`config.mk`:
```
export PLATFORM = sky130hd
export DESIGN_NAME = divpre_fixup
export DESIGN_NICKNAME = d
export VERILOG_FILES = /design/src/rtl/divpre_pkg.sv /design/src/rtl/divpre_classify.sv /design/src/rtl/divpre_scale.sv /design/src/rtl/divpre_fixup.sv
export SDC_FILE = /design/constraint.sdc
export NUM_CORES = 1
export LEC_CHECK = 0
export ABC_AREA = 1
export BUFFER_PORTS_ARGS = -buffer_cell sky130_fd_sc_hd__buf_2
export CAP_MARGIN = 20
export CELL_PAD_IN_SITES_DETAIL_PLACEMENT = 0
export CELL_PAD_IN_SITES_GLOBAL_PLACEMENT = 1
export CORE_MARGIN = 1.5
export CORE_UTILIZATION = 46
export DETAILED_ROUTE_END_ITERATION = 12
export PLACE_DENSITY = 0.95
export SLEW_MARGIN = 20
export SYNTH_ARGS = -nofsm -noshare
export SYNTH_HDL_FRONTEND = slang
export SYNTH_SLANG_ARGS = --single-unit
```
`constraint.sdc`:
```
create_clock -name clk -period 22 [get_ports clk]
set_input_delay 6.6 -clock clk [delete_from_list [all_inputs] [get_ports clk]]
set_output_delay 6.6 -clock clk [all_outputs]
set_load 0.1 [all_outputs]
```
`src/rtl/divpre_pkg.sv`:
```
package divpre_pkg;
  localparam int EXP_W = 8;
  localparam int MAN_W = 23;
  localparam int FP_W  = 1 + EXP_W + MAN_W;
  localparam int LZ_W  = $clog2(MAN_W + 1);
  localparam int SE_W  = EXP_W + 2;
  localparam logic [EXP_W-1:0] EXP_MAX = '1;
  localparam logic [FP_W-1:0]  NAN_ALL = '1;
  localparam logic [FP_W-1:0]  FP_ONE  = {2'b00, {(EXP_W-1){1'b1}}, {MAN_W{1'b0}}};

  typedef enum logic [7:0] {
    ADJ_NONE  = 8'h00,
    ADJ_OVER  = 8'h40,
    ADJ_UNDER = 8'h80
  } adj_e;

  typedef struct packed {
    logic             nan;
    logic             inf;
    logic             zero;
    logic             sign;
    logic             quiet;
    logic [EXP_W-1:0] eexp;
  } opclass_t;

  function automatic logic [LZ_W-1:0] lead_zeros(input logic [MAN_W-1:0] m);
    logic [LZ_W-1:0] n;
    logic            hit;
    n   = '0;
    hit = 1'b0;
    for (int i = MAN_W - 1; i >= 0; i--) begin
      if (!hit) begin
        if (m[i]) hit = 1'b1;
        else      n   = n + 1'b1;
      end
    end
    return n;
  endfunction
endpackage

```
`src/rtl/divpre_classify.sv`:
```
module divpre_classify
  import divpre_pkg::*;
(
  input  logic [FP_W-1:0] val,
  output opclass_t        cls
);
  logic [EXP_W-1:0] ex;
  logic [MAN_W-1:0] man;

  assign ex  = val[FP_W-2 -: EXP_W];
  assign man = val[MAN_W-1:0];

  always_comb begin
    cls.sign  = val[FP_W-1];
    cls.nan   = (ex == EXP_MAX) && (man != '0);
    cls.inf   = (ex == EXP_MAX) && (man == '0);
    cls.zero  = (ex == '0) && (man == '0);
    cls.quiet = man[MAN_W-1];
    cls.eexp  = (ex == '0) ? EXP_W'(1) : ex;
  end
endmodule

```
`src/rtl/divpre_scale.sv`:
```
module divpre_scale
  import divpre_pkg::*;
(
  input  logic [FP_W-1:0]   val,
  input  logic signed [7:0] shamt,
  output logic [FP_W-1:0]   res
);
  logic                   sgn;
  logic [EXP_W-1:0]       ex;
  logic [MAN_W-1:0]       man, frac;
  logic [LZ_W-1:0]        lz;
  logic signed [SE_W-1:0] e_in, e_out, sh_ext, sub_sh;
  logic [MAN_W:0]         full, sub_m;

  assign sgn = val[FP_W-1];
  assign ex  = val[FP_W-2 -: EXP_W];
  assign man = val[MAN_W-1:0];
  assign lz  = lead_zeros(man);

  always_comb begin
    sh_ext = {{(SE_W-8){shamt[7]}}, shamt};
    if (ex == '0) begin
      e_in = -$signed({{(SE_W-LZ_W){1'b0}}, lz});
      frac = man << (lz + 1'b1);
    end else begin
      e_in = $signed({2'b00, ex});
      frac = man;
    end
    e_out  = e_in + sh_ext;
    full   = {1'b1, frac};
    sub_sh = SE_W'(1) - e_out;
    sub_m  = '0;
    if (sub_sh <= SE_W'(MAN_W + 1)) sub_m = full >> sub_sh[LZ_W-1:0];

    if (shamt == '0 || ex == EXP_MAX || (ex == '0 && man == '0))
      res = val;
    else if (e_out >= $signed(SE_W'(EXP_MAX)))
      res = {sgn, EXP_MAX, {MAN_W{1'b0}}};
    else if (e_out >= SE_W'(1))
      res = {sgn, e_out[EXP_W-1:0], frac};
    else
      res = {sgn, {EXP_W{1'b0}}, sub_m[MAN_W-1:0]};
  end
endmodule

```
`src/rtl/divpre_fixup.sv`:
```
module divpre_fixup
  import divpre_pkg::*;
(
  input  logic            clk,
  input  logic            rst,
  input  logic            in_valid,
  input  logic [FP_W-1:0] num_in,
  input  logic [FP_W-1:0] den_in,
  output logic            out_valid,
  output logic [FP_W-1:0] num_out,
  output logic [FP_W-1:0] den_out,
  output logic [FP_W-1:0] seed_out,
  output logic [7:0]      adj_code,
  output logic            proceed,
  output logic [1:0]      exc_flags
);
  localparam int NOPS = 2;

  logic                 v1;
  logic [FP_W-1:0]      ops    [NOPS];
  logic [FP_W-1:0]      scaled [NOPS];
  opclass_t             cls    [NOPS];
  logic signed [7:0]    shv    [NOPS];
  logic signed [SE_W:0] diff;
  logic                 sx, ordinary;
  adj_e                 adj_nx;
  logic [FP_W-1:0]      n_nx, d_nx, s_nx;
  logic [1:0]           fl_nx;

  // stage 1: operand capture
  always_ff @(posedge clk) begin
    if (rst) begin
      v1     <= 1'b0;
      ops[0] <= '0;
      ops[1] <= '0;
    end else begin
      v1 <= in_valid;
      if (in_valid) begin
        ops[0] <= num_in;
        ops[1] <= den_in;
      end
    end
  end

  for (genvar g = 0; g < NOPS; g++) begin : g_op
    divpre_classify u_cls (.val(ops[g]), .cls(cls[g]));
    divpre_scale    u_scl (.val(ops[g]), .shamt(shv[g]), .res(scaled[g]));
  end

  assign sx       = cls[0].sign ^ cls[1].sign;
  assign ordinary = !(cls[0].nan | cls[1].nan | cls[0].inf | cls[1].inf |
                      cls[0].zero | cls[1].zero);
  assign diff     = $signed({3'b000, cls[0].eexp}) - $signed({3'b000, cls[1].eexp}) + 11'sd127;

  // scaling decision for ordinary operands
  always_comb begin
    adj_nx = ADJ_NONE;
    shv[0] = 8'sd0;
    shv[1] = 8'sd0;
    if (ordinary) begin
      if (diff <= 11'sd23) begin
        adj_nx = ADJ_UNDER;  shv[0] = 8'sd64;  shv[1] = -8'sd64;
      end else if (diff > 11'sd230) begin
        adj_nx = ADJ_OVER;   shv[0] = -8'sd32; shv[1] = 8'sd32;
      end else if (cls[0].eexp <= 8'd25) begin
        shv[0] = 8'sd64;  shv[1] = 8'sd64;
      end else if (cls[1].eexp <= 8'd1) begin
        shv[0] = 8'sd32;  shv[1] = 8'sd32;
      end else if (cls[1].eexp > 8'd252) begin
        shv[0] = -8'sd32; shv[1] = -8'sd32;
      end
    end
  end

  // special-case substitution in priority order
  always_comb begin
    n_nx  = scaled[0];
    d_nx  = scaled[1];
    s_nx  = '0;
    fl_nx = 2'b00;
    if (cls[0].nan || cls[1].nan) begin
      n_nx = NAN_ALL; d_nx = NAN_ALL; s_nx = NAN_ALL;
      fl_nx[0] = (cls[0].nan && !cls[0].quiet) || (cls[1].nan && !cls[1].quiet);
    end else if ((cls[0].inf && cls[1].inf) || (cls[0].zero && cls[1].zero)) begin
      n_nx = NAN_ALL; d_nx = NAN_ALL; s_nx = NAN_ALL;
      fl_nx[0] = 1'b1;
    end else if (cls[1].zero) begin
      n_nx = {sx, EXP_MAX, {MAN_W{1'b0}}}; d_nx = FP_ONE; s_nx = FP_ONE;
      fl_nx[1] = 1'b1;
    end else if (cls[1].inf || cls[0].zero) begin
      n_nx = {sx, {(FP_W-1){1'b0}}}; d_nx = FP_ONE; s_nx = FP_ONE;
    end else if (cls[0].inf) begin
      n_nx = {sx, EXP_MAX, {MAN_W{1'b0}}}; d_nx = FP_ONE; s_nx = FP_ONE;
    end
  end

  // stage 2: result registers
  always_ff @(posedge clk) begin
    if (rst) begin
      out_valid <= 1'b0;
      num_out   <= '0;
      den_out   <= '0;
      seed_out  <= '0;
      adj_code  <= '0;
      proceed   <= 1'b0;
      exc_flags <= '0;
    end else begin
      out_valid <= v1;
      if (v1) begin
        num_out   <= n_nx;
        den_out   <= d_nx;
        seed_out  <= s_nx;
        adj_code  <= adj_nx;
        proceed   <= ordinary;
        exc_flags <= fl_nx;
      end
    end
  end
endmodule

```
# [Word-level counts from Yosys, hierarchy flattened]
# Memory sizes are Yosys's and may differ from the RTL's.
# Index checks and enable logic that the tools add are counted.
[word_totals] regBits=109 inputBits=67 mem_count=1 wordCells=343 ram_bits=64
[memory_table] memory="ops" depth=2 word_bits=32 rd=2 rd_ports_with_merged_regs=0 write_ports=2 line="divpre_fixup.sv:20" source="logic [FP_W-1:0] ops [NOPS];"
[op_classes] order_cmp=11 bitwise=8 muxes=226 n_reduce_logical=29 add_sub_neg=54 eq_ne=2 n_shift=4
[ops] op="$mux W32" count=16
[ops] op="$mux W5" count=88
[ops] op="$add A5 B1 Y5 const B" count=44
[ops] op="$mux W31" count=6
[ops] op="$mux W1" count=98
[ops] op="$mux W16" count=6
[ops] op="$mux W23" count=4
[ops] op="$shr A24 B5 Y23" count=2
[ops] op="$logic_not A23 Y1" count=2
[ops] op="$reduce_bool A23 Y1" count=2
[ops] op="$shl A23 B5 Y23" count=2
[ops] op="$logic_not A8 Y1" count=4
[ops] op="$mux W8" count=4
[ops] op="$le A10 B6 Y1 const B" count=3
[ops] op="$mux W30" count=1
[ops] op="$add A10 B8 Y10" count=2
[ops] op="$ge A10 B2 Y1 const B" count=2
[ops] op="$ge A10 B9 Y1 const B" count=2
[ops] op="$mux W10" count=2
[ops] op="$neg A5 Y10" count=2
[ops] op="$sub A2 B10 Y10 const A" count=2
[ops] op="$eq A8 B8 Y1 const B" count=2
[ops] op="$add A9 B8 Y10 const B" count=1
[ops] op="$gt A10 B9 Y1 const B" count=1
[ops] op="other kinds (11)" count=36

# [Logic depth before layout (Yosys ltp)]
# Gate-level depths: netlist of run 1.
# An unclocked memory read counts as a cell.
[depth] depth_word=82 ltp_mapped=87 depth_no_buf=87

# [Modules after synthesis]
# A second synthesis of run 1 with hierarchy kept.
[hier_totals] cells_unflattened=3386 hier_area_um2=19476.2
[modules_own_cells] module="divpre_fixup" cells_per_inst=784 seq_area_each_um2=3383.2 area_each_um2=6492.5 instances=1
[modules_own_cells] module="divpre_scale (g_op[0].u_scl)" cells_per_inst=1251 seq_area_each_um2=0.0 area_each_um2=6344.8 instances=1
[modules_own_cells] module="divpre_scale (g_op[1].u_scl)" cells_per_inst=1257 seq_area_each_um2=0.0 area_each_um2=6246.0 instances=1
[modules_own_cells] module="divpre_classify" cells_per_inst=47 seq_area_each_um2=0.0 area_each_um2=196.4 instances=2

# [Least setup slack after synthesis of run 1]
# No wires, ideal clock.
[synth_timing] path_kind="flip-flop to flip-flop" startpoint="memory ops[0][53] (netlist name)" endpoint="register den_out[12]" slack_ns=11.654 setup_ns=0.071 stages_incl_launch_ff=81 arrival_ns=10.275 required_ns=21.929 path_buffers=0 path_cell_list="edfxtp_1 > o21ai_0 > inv_1 > ha_1 > inv_1 > nand2_1 > a21oi_1 > inv_1 > ha_1 > nand2_1 > o21ai_0 > o21ai_0 > o21ai_1 > or2_2 > nand2_1 > inv_1 > ha_1 > or2_2 > [45 not listed] > ha_1 > fa_1 > xor2_1 > inv_1 > nand2_1 > nor3_1 > nand3_1 > xor2_1 > nand4_1 > nand2_2 > nand3_4 > inv_4 > nand3_1 > nand2_1 > nand2_1 > nand2_1 > nand2_1 > a21oi_1"
[synth_lines] item="start: declaration" line="divpre_fixup.sv:20"
[synth_lines] item="end signal: assignment" line="divpre_fixup.sv:111" source="den_out <= d_nx;"
[synth_lines] item="end: declaration" line="divpre_fixup.sv:11" source="output logic [FP_W-1:0] den_out,"

==> results.cfg, run 1 <==
[logic_synthesis]
ys.warnings.count = 0
ys.flop_type = dfxtp_1
synth_edf_count = 64
syn_avg_cell_area_um2 = 5.606
synth_cell_types = 58
synth_area_um2 = 18900
synthMuxAreaShare_pct = 0.2118
synth_seq_area_share_pct = 17.90
synth_cells = 3372
synth-simple-area-share_pct = 48.53
synth_compound_area_share_pct = 12.31
synthArstFlopShare_pct = 0
synth_top_family_by_area = simple AND/OR/NAND/NOR gates
synthAdderAreaFrac_pct = 4.554
synth_seq_cells = 137
synth_xor_area_share_pct = 1.820

[worst_hold_path]
hp-class = reg -> reg
hold_path_startpoint = adj_code[6]
holdPathStages = 2
min_to = adj_code[6]

[clock_network]
cts_resized = 0
clkLatencyLatePin_ns = 0.46
cts_inserted_buffers = 17
post_cts_buffers = 0
cts_sinks = 137
cts_buffer_depth = 2
cts_tree = built
clk_pin_slew_ns = 0.06
htreeDepth = 4
clock-root-buffer = clkbuf_16
hold_buffers = 0

[setup_path]
rr_startpoint = ops[0][22]
start_kind = flip-flop
crit_family = adder cells
crit_top_cell = nand2_1
r2r_setup_slack_ns = 9.40
worst-path-max-fanout = 30
crit_buf_inv = 14
r2r_cells = 73
required_ns = 22.38
cp_slowest_cell = clkinv_1
arrival_ns = 12.98
crit_path_end_kind = flip-flop
reg2reg_to = num_out[1]
path_class = reg -> reg
slowest_delay_ns = 0.67

[sta]
period_needed_ns = 12.60
post-route-period-util_pct = 57.30
holdWs_ns = 0.4650
max_slew_margin_pct = 29.82
skew_ns = 0.01055
tightestPinTransition_ns = 1.053
rsz0062_at_grt = false
tns_ns = 0
setup_ws_ns = 9.395
finalHoldViolCount = 0
max_freq_mhz = 79.33
slew_viol_final = 0
setup_viol = 0

[grt]
grt_pass1_wl_um = 102100
grt_max_degree = 87
grt_overflow = 0
grt_pass1_vias = 19770
grt_util_all_layers_pct = 30.50
antenna_found_initial = 0

[placed_design]
dpl-instance-area_um2 = 19660
dp_hpwl_um = 49460
post-place-cells = 3927
place_ws_ns = 9.493
portBuffers = 168
gp_congestion = 0.9855

[final_layout]
fin_nets = 3548
stdcell_count = 3959
syn_to_final_growth_pct = 6.884
final_core_util_pct = 49.70
final_area_um2 = 20200
final_layout_size_suffix_gt1_share_pct = 11.38
antennaDiodeCount = 0

[floorplan]
core-area_um2 = 40650
num_rows = 74
die_h_um = 205.7
die_area_um2 = 42320
die_width_um = 205.7
top_level_ports = 175
initial_utilization_pct = 46.50

[routing]
drc = 0
vias = 21340
wl_um = 63980
drt_iter0_markers = 1945
detail-route-antenna-nets = 0
first_pass_iters = 7
wl_per_cell_um = 16.16
routed_via_density = 5.390

[run_status]
outcome = finished clean

[pwr]
powerDensity_nw_per_um2 = 100.3
vdd_drop_max_mv = 0.06871
finalPower_mw = 2.026
p_leak_nw = 10.94

[flow_run]
maxCapViolCount = 0
==> sequential cells by signal (all words and copies together) (netlist names) <==
register / flops
num_out: 32
v1: 1
den_out: 32
exc_flags: 2
out_valid: 1
seed_out: 2
ops: 64
adj_code: 2
proceed: 1
==> metal layers <==
metal / part of all wire [%] / wire length, um / global-route usage (%)
met1: 42 / 27140 / 37.50
met2: 47 / 30100 / 51.59
met3: 4.4 / 2845 / 2.914
met4: 6.1 / 3890 / 18.17
met5: 0 / 0 / 0
==> layout make-up <==
type / count / area, um2
Sequential cell: 137 / 3383
Tap cell: 532 / 665.6
Timing Repair Buffer: 187 / 983.4
Fill cell: 4514 / 20440
Clock inverter: 13 / 90.09
Inverter: 486 / 1837
Multi-Input combinational cell: 2585 / 12790
Clock buffer: 19 / 454.2
==> cell families after synthesis <==
group | Yosys count
flip-flops | 137
XOR/XNOR | 35
buffers and inverters | 655
other | 1
AO/OA/AOI/OAI | 443
AND/OR/NAND/NOR | 2030
adder cells (fa/ha/maj) | 67
multiplexers | 4
==> cell usage after synthesis (10+ instances only) <==
cell | n | area (um2)
ha_1 | 64 | 800.8
inv_1 | 438 | 1644
nand2_1 | 1062 | 3986
nand3_1 | 496 | 2482
nor2_4 | 18 | 202.7
nor2_1 | 251 | 942.2
nand2_4 | 12 | 135.1
nand2_2 | 35 | 219.0
dfxtp_1 | 73 | 1461
edfxtp_1 | 64 | 1922
o21ai_1 | 42 | 210.2
nand4_1 | 39 | 244.0
a21oi_1 | 154 | 770.7
clkbuf_1 | 69 | 259.0
xor2_1 | 18 | 157.7
nor2_8 | 10 | 200.2
nand3_2 | 18 | 180.2
nor3_1 | 30 | 150.1
buf_2 | 31 | 155.2
nand3b_1 | 23 | 172.7
o21ai_0 | 204 | 1021
xnor2_1 | 12 | 105.1
o211ai_1 | 15 | 112.6
inv_2 | 33 | 123.9
nor2_2 | 11 | 68.82
or2_2 | 11 | 68.82
clkinv_1 | 10 | 37.54
buf_4 | 49 | 367.9
==> report_power, final <==
group / leakage [nW] / internal [mW] / total [mW] / switching [mW]
Combinational: 9.38 / 0.375 / 1.41 / 1.03
Sequential: 1.28 / 0.301 / 0.339 / 0.0379
Clock: 0.271 / 0.151 / 0.279 / 0.128
Total: 10.9 / 0.827 / 2.03 / 1.20
==> placed cells by master (no fill, tap or decap), types with 5 or more instances in the layout <==
cell type and count:
buf_4 19, conb_1 6, dfxtp_1 73, nor2_8 10, nor2_4 19, inv_1 436
inv_2 34, clkinv_1 12, buf_2 168, nor2_2 12, o22ai_1 7, inv_4 6
xnor2_1 12, clkbuf_16 18, ha_1 64, nand3b_1 23, edfxtp_1 64, nand3_1 496
nand4_1 39, o211ai_1 15, nand2_2 36, o21ai_1 41, nor3_1 30, or2_2 11
a31oi_1 6, o21ai_0 204, nand2_4 13, a21oi_1 154, nand2_1 1060, nor2_1 249
nand3_2 18, xor2_1 18, nor4_1 5
==> worst max path at each step <==
stage,cells after the start,to,slack (ns),start
3_5_place_dp,73,num_out[1],9.49,ops[0][22]
4_1_cts,73,num_out[1],9.46,ops[0][22]
2_1_floorplan,80,den_out[12],11.65,ops[0][53]
3_3_place_gp,73,num_out[1],9.53,ops[0][22]
6_report,73,num_out[1],9.40,ops[0][22]
5_1_grt,73,num_out[1],8.15,ops[0][22]
==> worst register-to-register path, delay by kind of cell, from the launching register on <==
kind,cells,cell delay [ns]
adder cells (fa/ha/maj),12,3.78
AO/OA/AOI/OAI,17,2.94
AND/OR/NAND/NOR,30,2.85
buffers and inverters,14,2.44
flip-flops,1,0.55
Power figures use the tool's default switching activity.
==> run 2, diff against run 1 <==
--- a/config.mk
+++ b/config.mk
@@ -5,15 +5,15 @@
 export SDC_FILE = /design/constraint.sdc
 export NUM_CORES = 1
 export LEC_CHECK = 0
-export ABC_AREA = 1
+export ABC_AREA = 0
 export BUFFER_PORTS_ARGS = -buffer_cell sky130_fd_sc_hd__buf_2
 export CAP_MARGIN = 20
 export CELL_PAD_IN_SITES_DETAIL_PLACEMENT = 0
 export CELL_PAD_IN_SITES_GLOBAL_PLACEMENT = 1
 export CORE_MARGIN = 1.5
-export CORE_UTILIZATION = 46
+export CORE_UTILIZATION = 41
 export DETAILED_ROUTE_END_ITERATION = 12
-export PLACE_DENSITY = 0.95
+export PLACE_DENSITY = 0.84
 export SLEW_MARGIN = 20
 export SYNTH_ARGS = -nofsm -noshare
 export SYNTH_HDL_FRONTEND = slang
==> constraint.sdc (replaced) <==
create_clock -name clk -period 11.4 [get_ports clk]
set_input_delay 3.42 -clock clk [delete_from_list [all_inputs] [get_ports clk]]
set_output_delay 3.42 -clock clk [all_outputs]
set_load 0.1 [all_outputs]
==> run 2 against run 1 <==
The run now ends with negative setup slack left; worst hold slack better by 0.014 ns; cell count up 1.1%; synthesized cell count down 21%; critical path depth up 23; count of clock-buffer cells in the layout down 1; synthesized area up 4.2%; largest cell class unchanged; clock skew up 0.0011 ns.
==> results.cfg, run 2 <==
[grt]
grt_pass1_wl_um = 138100
antenna_found_initial = 0
grt_max_degree = 69
grt_pass1_vias = 23660
grt_util_all_layers_pct = 35.88
grt_overflow = 0

[final_layout]
final_common_cell = buf_4
largest_reg_flops = 64
final_cell_mix = buf_4 (669), nor2_1 (263), nand2_1 (241)
final_layout_size_suffix_gt1_share_pct = 39.37
regMostFlops = ops
fin_nets = 3509
syn_to_final_growth_pct = 45.83
antennaDiodeCount = 0
stdcell_count = 4003
top_regs = ops: 64 flops, den_out: 32 flops, num_out: 32 flops
nFillCells = 4251

[floorplan]
die_h_um = 222.1
num_rows = 80
die_area_um2 = 49340
initial_utilization_pct = 41.41
core-area_um2 = 47550
die_width_um = 222.1
top_level_ports = 175

[logic_synthesis]
synth_edf_count = 64
synth_seq_area_share_pct = 17.19
synthDominantCellAreaShare_pct = 9.762
yosys.area.top_type = edfxtp_1
syn_avg_cell_area_um2 = 7.387
synth_common_cells = nor2_1 (288), nand2_1 (251), a21oi_1 (185)
synth-simple-area-share_pct = 26.61
synthTopCellsByArea = edfxtp_1 (9.8%), mux2i_1 (8.3%), dfxtp_1 (7.4%)
synth_cell_types = 121
synth_xor_area_share_pct = 6.756
synthArstFlopShare_pct = 0
synthMuxAreaShare_pct = 10.59
synthAdderAreaFrac_pct = 4.525
synth_area_um2 = 19690
synth_compound_area_share_pct = 27.68
ys.flop_type = dfxtp_1
yosysMostFrequentCell = nor2_1
synth_top_family_by_area = compound AO/OA/AOI/OAI gates
ys.warnings.count = 0
synth_seq_cells = 137
synth_cells = 2665

[sta]
max_freq_mhz = 67.25
setup_ws_ns = -3.470
tns_ns = -148.57
setup_viol = 62
post-route-period-util_pct = 130.4
holdWs_ns = 0.4787
tightestPinTransition_ns = 1.118
period_needed_ns = 14.87
slew_viol_final = 0
max_slew_margin_pct = 24.94
skew_ns = 0.01165
finalHoldViolCount = 0
rsz0062_at_grt = true

[setup_path]
crit_top_cell = buf_4
cp_slowest_cell = edfxtp_1
start_kind = flip-flop
worst-path-max-fanout = 6
path_class = reg -> reg
rr_startpoint = ops[0][53]
arrival_ns = 15.23
crit_path_end_kind = flip-flop
startpoint = ops[0][53]
slowest_delay_ns = 0.48
required_ns = 11.76

[worst_hold_path]
hp-class = reg -> reg
hold_path_startpoint = adj_code[6]

[routing]
routed_via_density = 6.108
wl_um = 91580
vias = 24450
drt_iter0_markers = 2461
first_pass_iters = 8
detail-route-antenna-nets = 0
drc = 0
wl_per_cell_um = 22.88

[pwr]
p_seq_share_pct = 13.0
powerDensity_nw_per_um2 = 177.1
internal_power_mw = 2.565
swShare_pct = 49.56
p_leak_nw = 12.26
power_switching_mw = 2.520
clkPwrFrac_pct = 10.5
finalPower_mw = 5.085
combPwrFrac_pct = 76.5
vdd_drop_max_mv = 0.1523

[clock_network]
htreeDepth = 4
clk_pin_slew_ns = 0.07
cts_buffer_depth = 2
cts_tree = built
cts_inserted_buffers = 17
hold_buffers = 0
cts_sinks = 137
clock-root-buffer = clkbuf_16
clkLatencyLatePin_ns = 0.49

[run_status]
violations = negative setup slack
outcome = finished, violations left

[placed_design]
post-place-cells = 3841
place_ws_ns = -3.317
gp_congestion = 0.9799
portBuffers = 168
dp_hpwl_um = 68610

[flow_run]
maxCapViolCount = 0
==> run 2: through the flow <==
step                instance area [um2]  util [%]
floorplan                         20200         -
global placement                  25460     53.54
detailed placement                25460     53.54
CTS                               27810     58.48
global route                      28710     60.38
finish                            28710     60.38
==> run 2: repair_timing <==
item | CTS | global route
setup endpoints to repair | 62 | 62
pin swaps | 159 | 112
gates cloned | 1 | 1
buffers inserted | 105 | 30
gates resized for setup | 212 | 136
==> run 2: worst max-delay path: cells and delay by family, from the launching register on <==
| family | cells | cell delay [ns] |
|---|---|---|
| AND/OR/NAND/NOR | 17 | 2.12 |
| flip-flops | 1 | 0.48 |
| XOR/XNOR | 4 | 0.62 |
| buffers and inverters | 35 | 4.25 |
| AO/OA/AOI/OAI | 28 | 4.39 |
| multiplexers | 3 | 0.56 |
| adder cells (fa/ha/maj) | 9 | 2.30 |
==> run 2: path summary, 6_finish.rpt <==
| path | end | slack (ns) | cells past startpoint |
|---|---|---|---|
| hold reg to reg | adj_code[6] | 0.48 | 2 |
| setup / recovery | den_out[6] | -3.47 | 96 |
| hold / removal | adj_code[6] | 0.48 | 2 |
| setup reg to reg | den_out[6] | -3.47 | 96 |
==> run 2: layer usage <==
layer | routed length [um] | GRT usage (%)
met1 | 38060 | 46.21
met2 | 42740 | 59.81
met5 | 0 | 0
met3 | 6435 | 4.651
met4 | 4339 | 16.00
==> run 2: cell families after synthesis <==
| kind of cell | Yosys count |
|---|---|
| adder cells (fa/ha/maj) | 70 |
| AND/OR/NAND/NOR | 1053 |
| buffers and inverters | 299 |
| XOR/XNOR | 118 |
| other | 1 |
| AO/OA/AOI/OAI | 793 |
| multiplexers | 194 |
| flip-flops | 137 |
==> run 2: final cells by class <==
type                    count  area, um2  share of cell area [%]
clock buffers              18      429.2                   1.495
clock inverters            14      103.9                  0.3617
inverters                  73      276.5                  0.9632
multi-input cells        2239      16930                   58.98
flip-flops and latches    137       3385                   11.79
well taps                 615      769.5                   2.680
repair buffers            907       6812                   23.73
==> run 2: power groups by stage <==
| stage | sequential [mW] | clock, mW | combinational (mW) |
|---|---|---|---|
| CTS | 0.654 | 0.537 | 3.54 |
| finish | 0.660 | 0.534 | 3.89 |
| floorplan | 0.856 | 0 | 1.70 |
| detailed placement | 0.662 | 0 | 3.16 |
| global placement | 0.663 | 0 | 3.14 |
| global route | 0.661 | 0.556 | 4.10 |
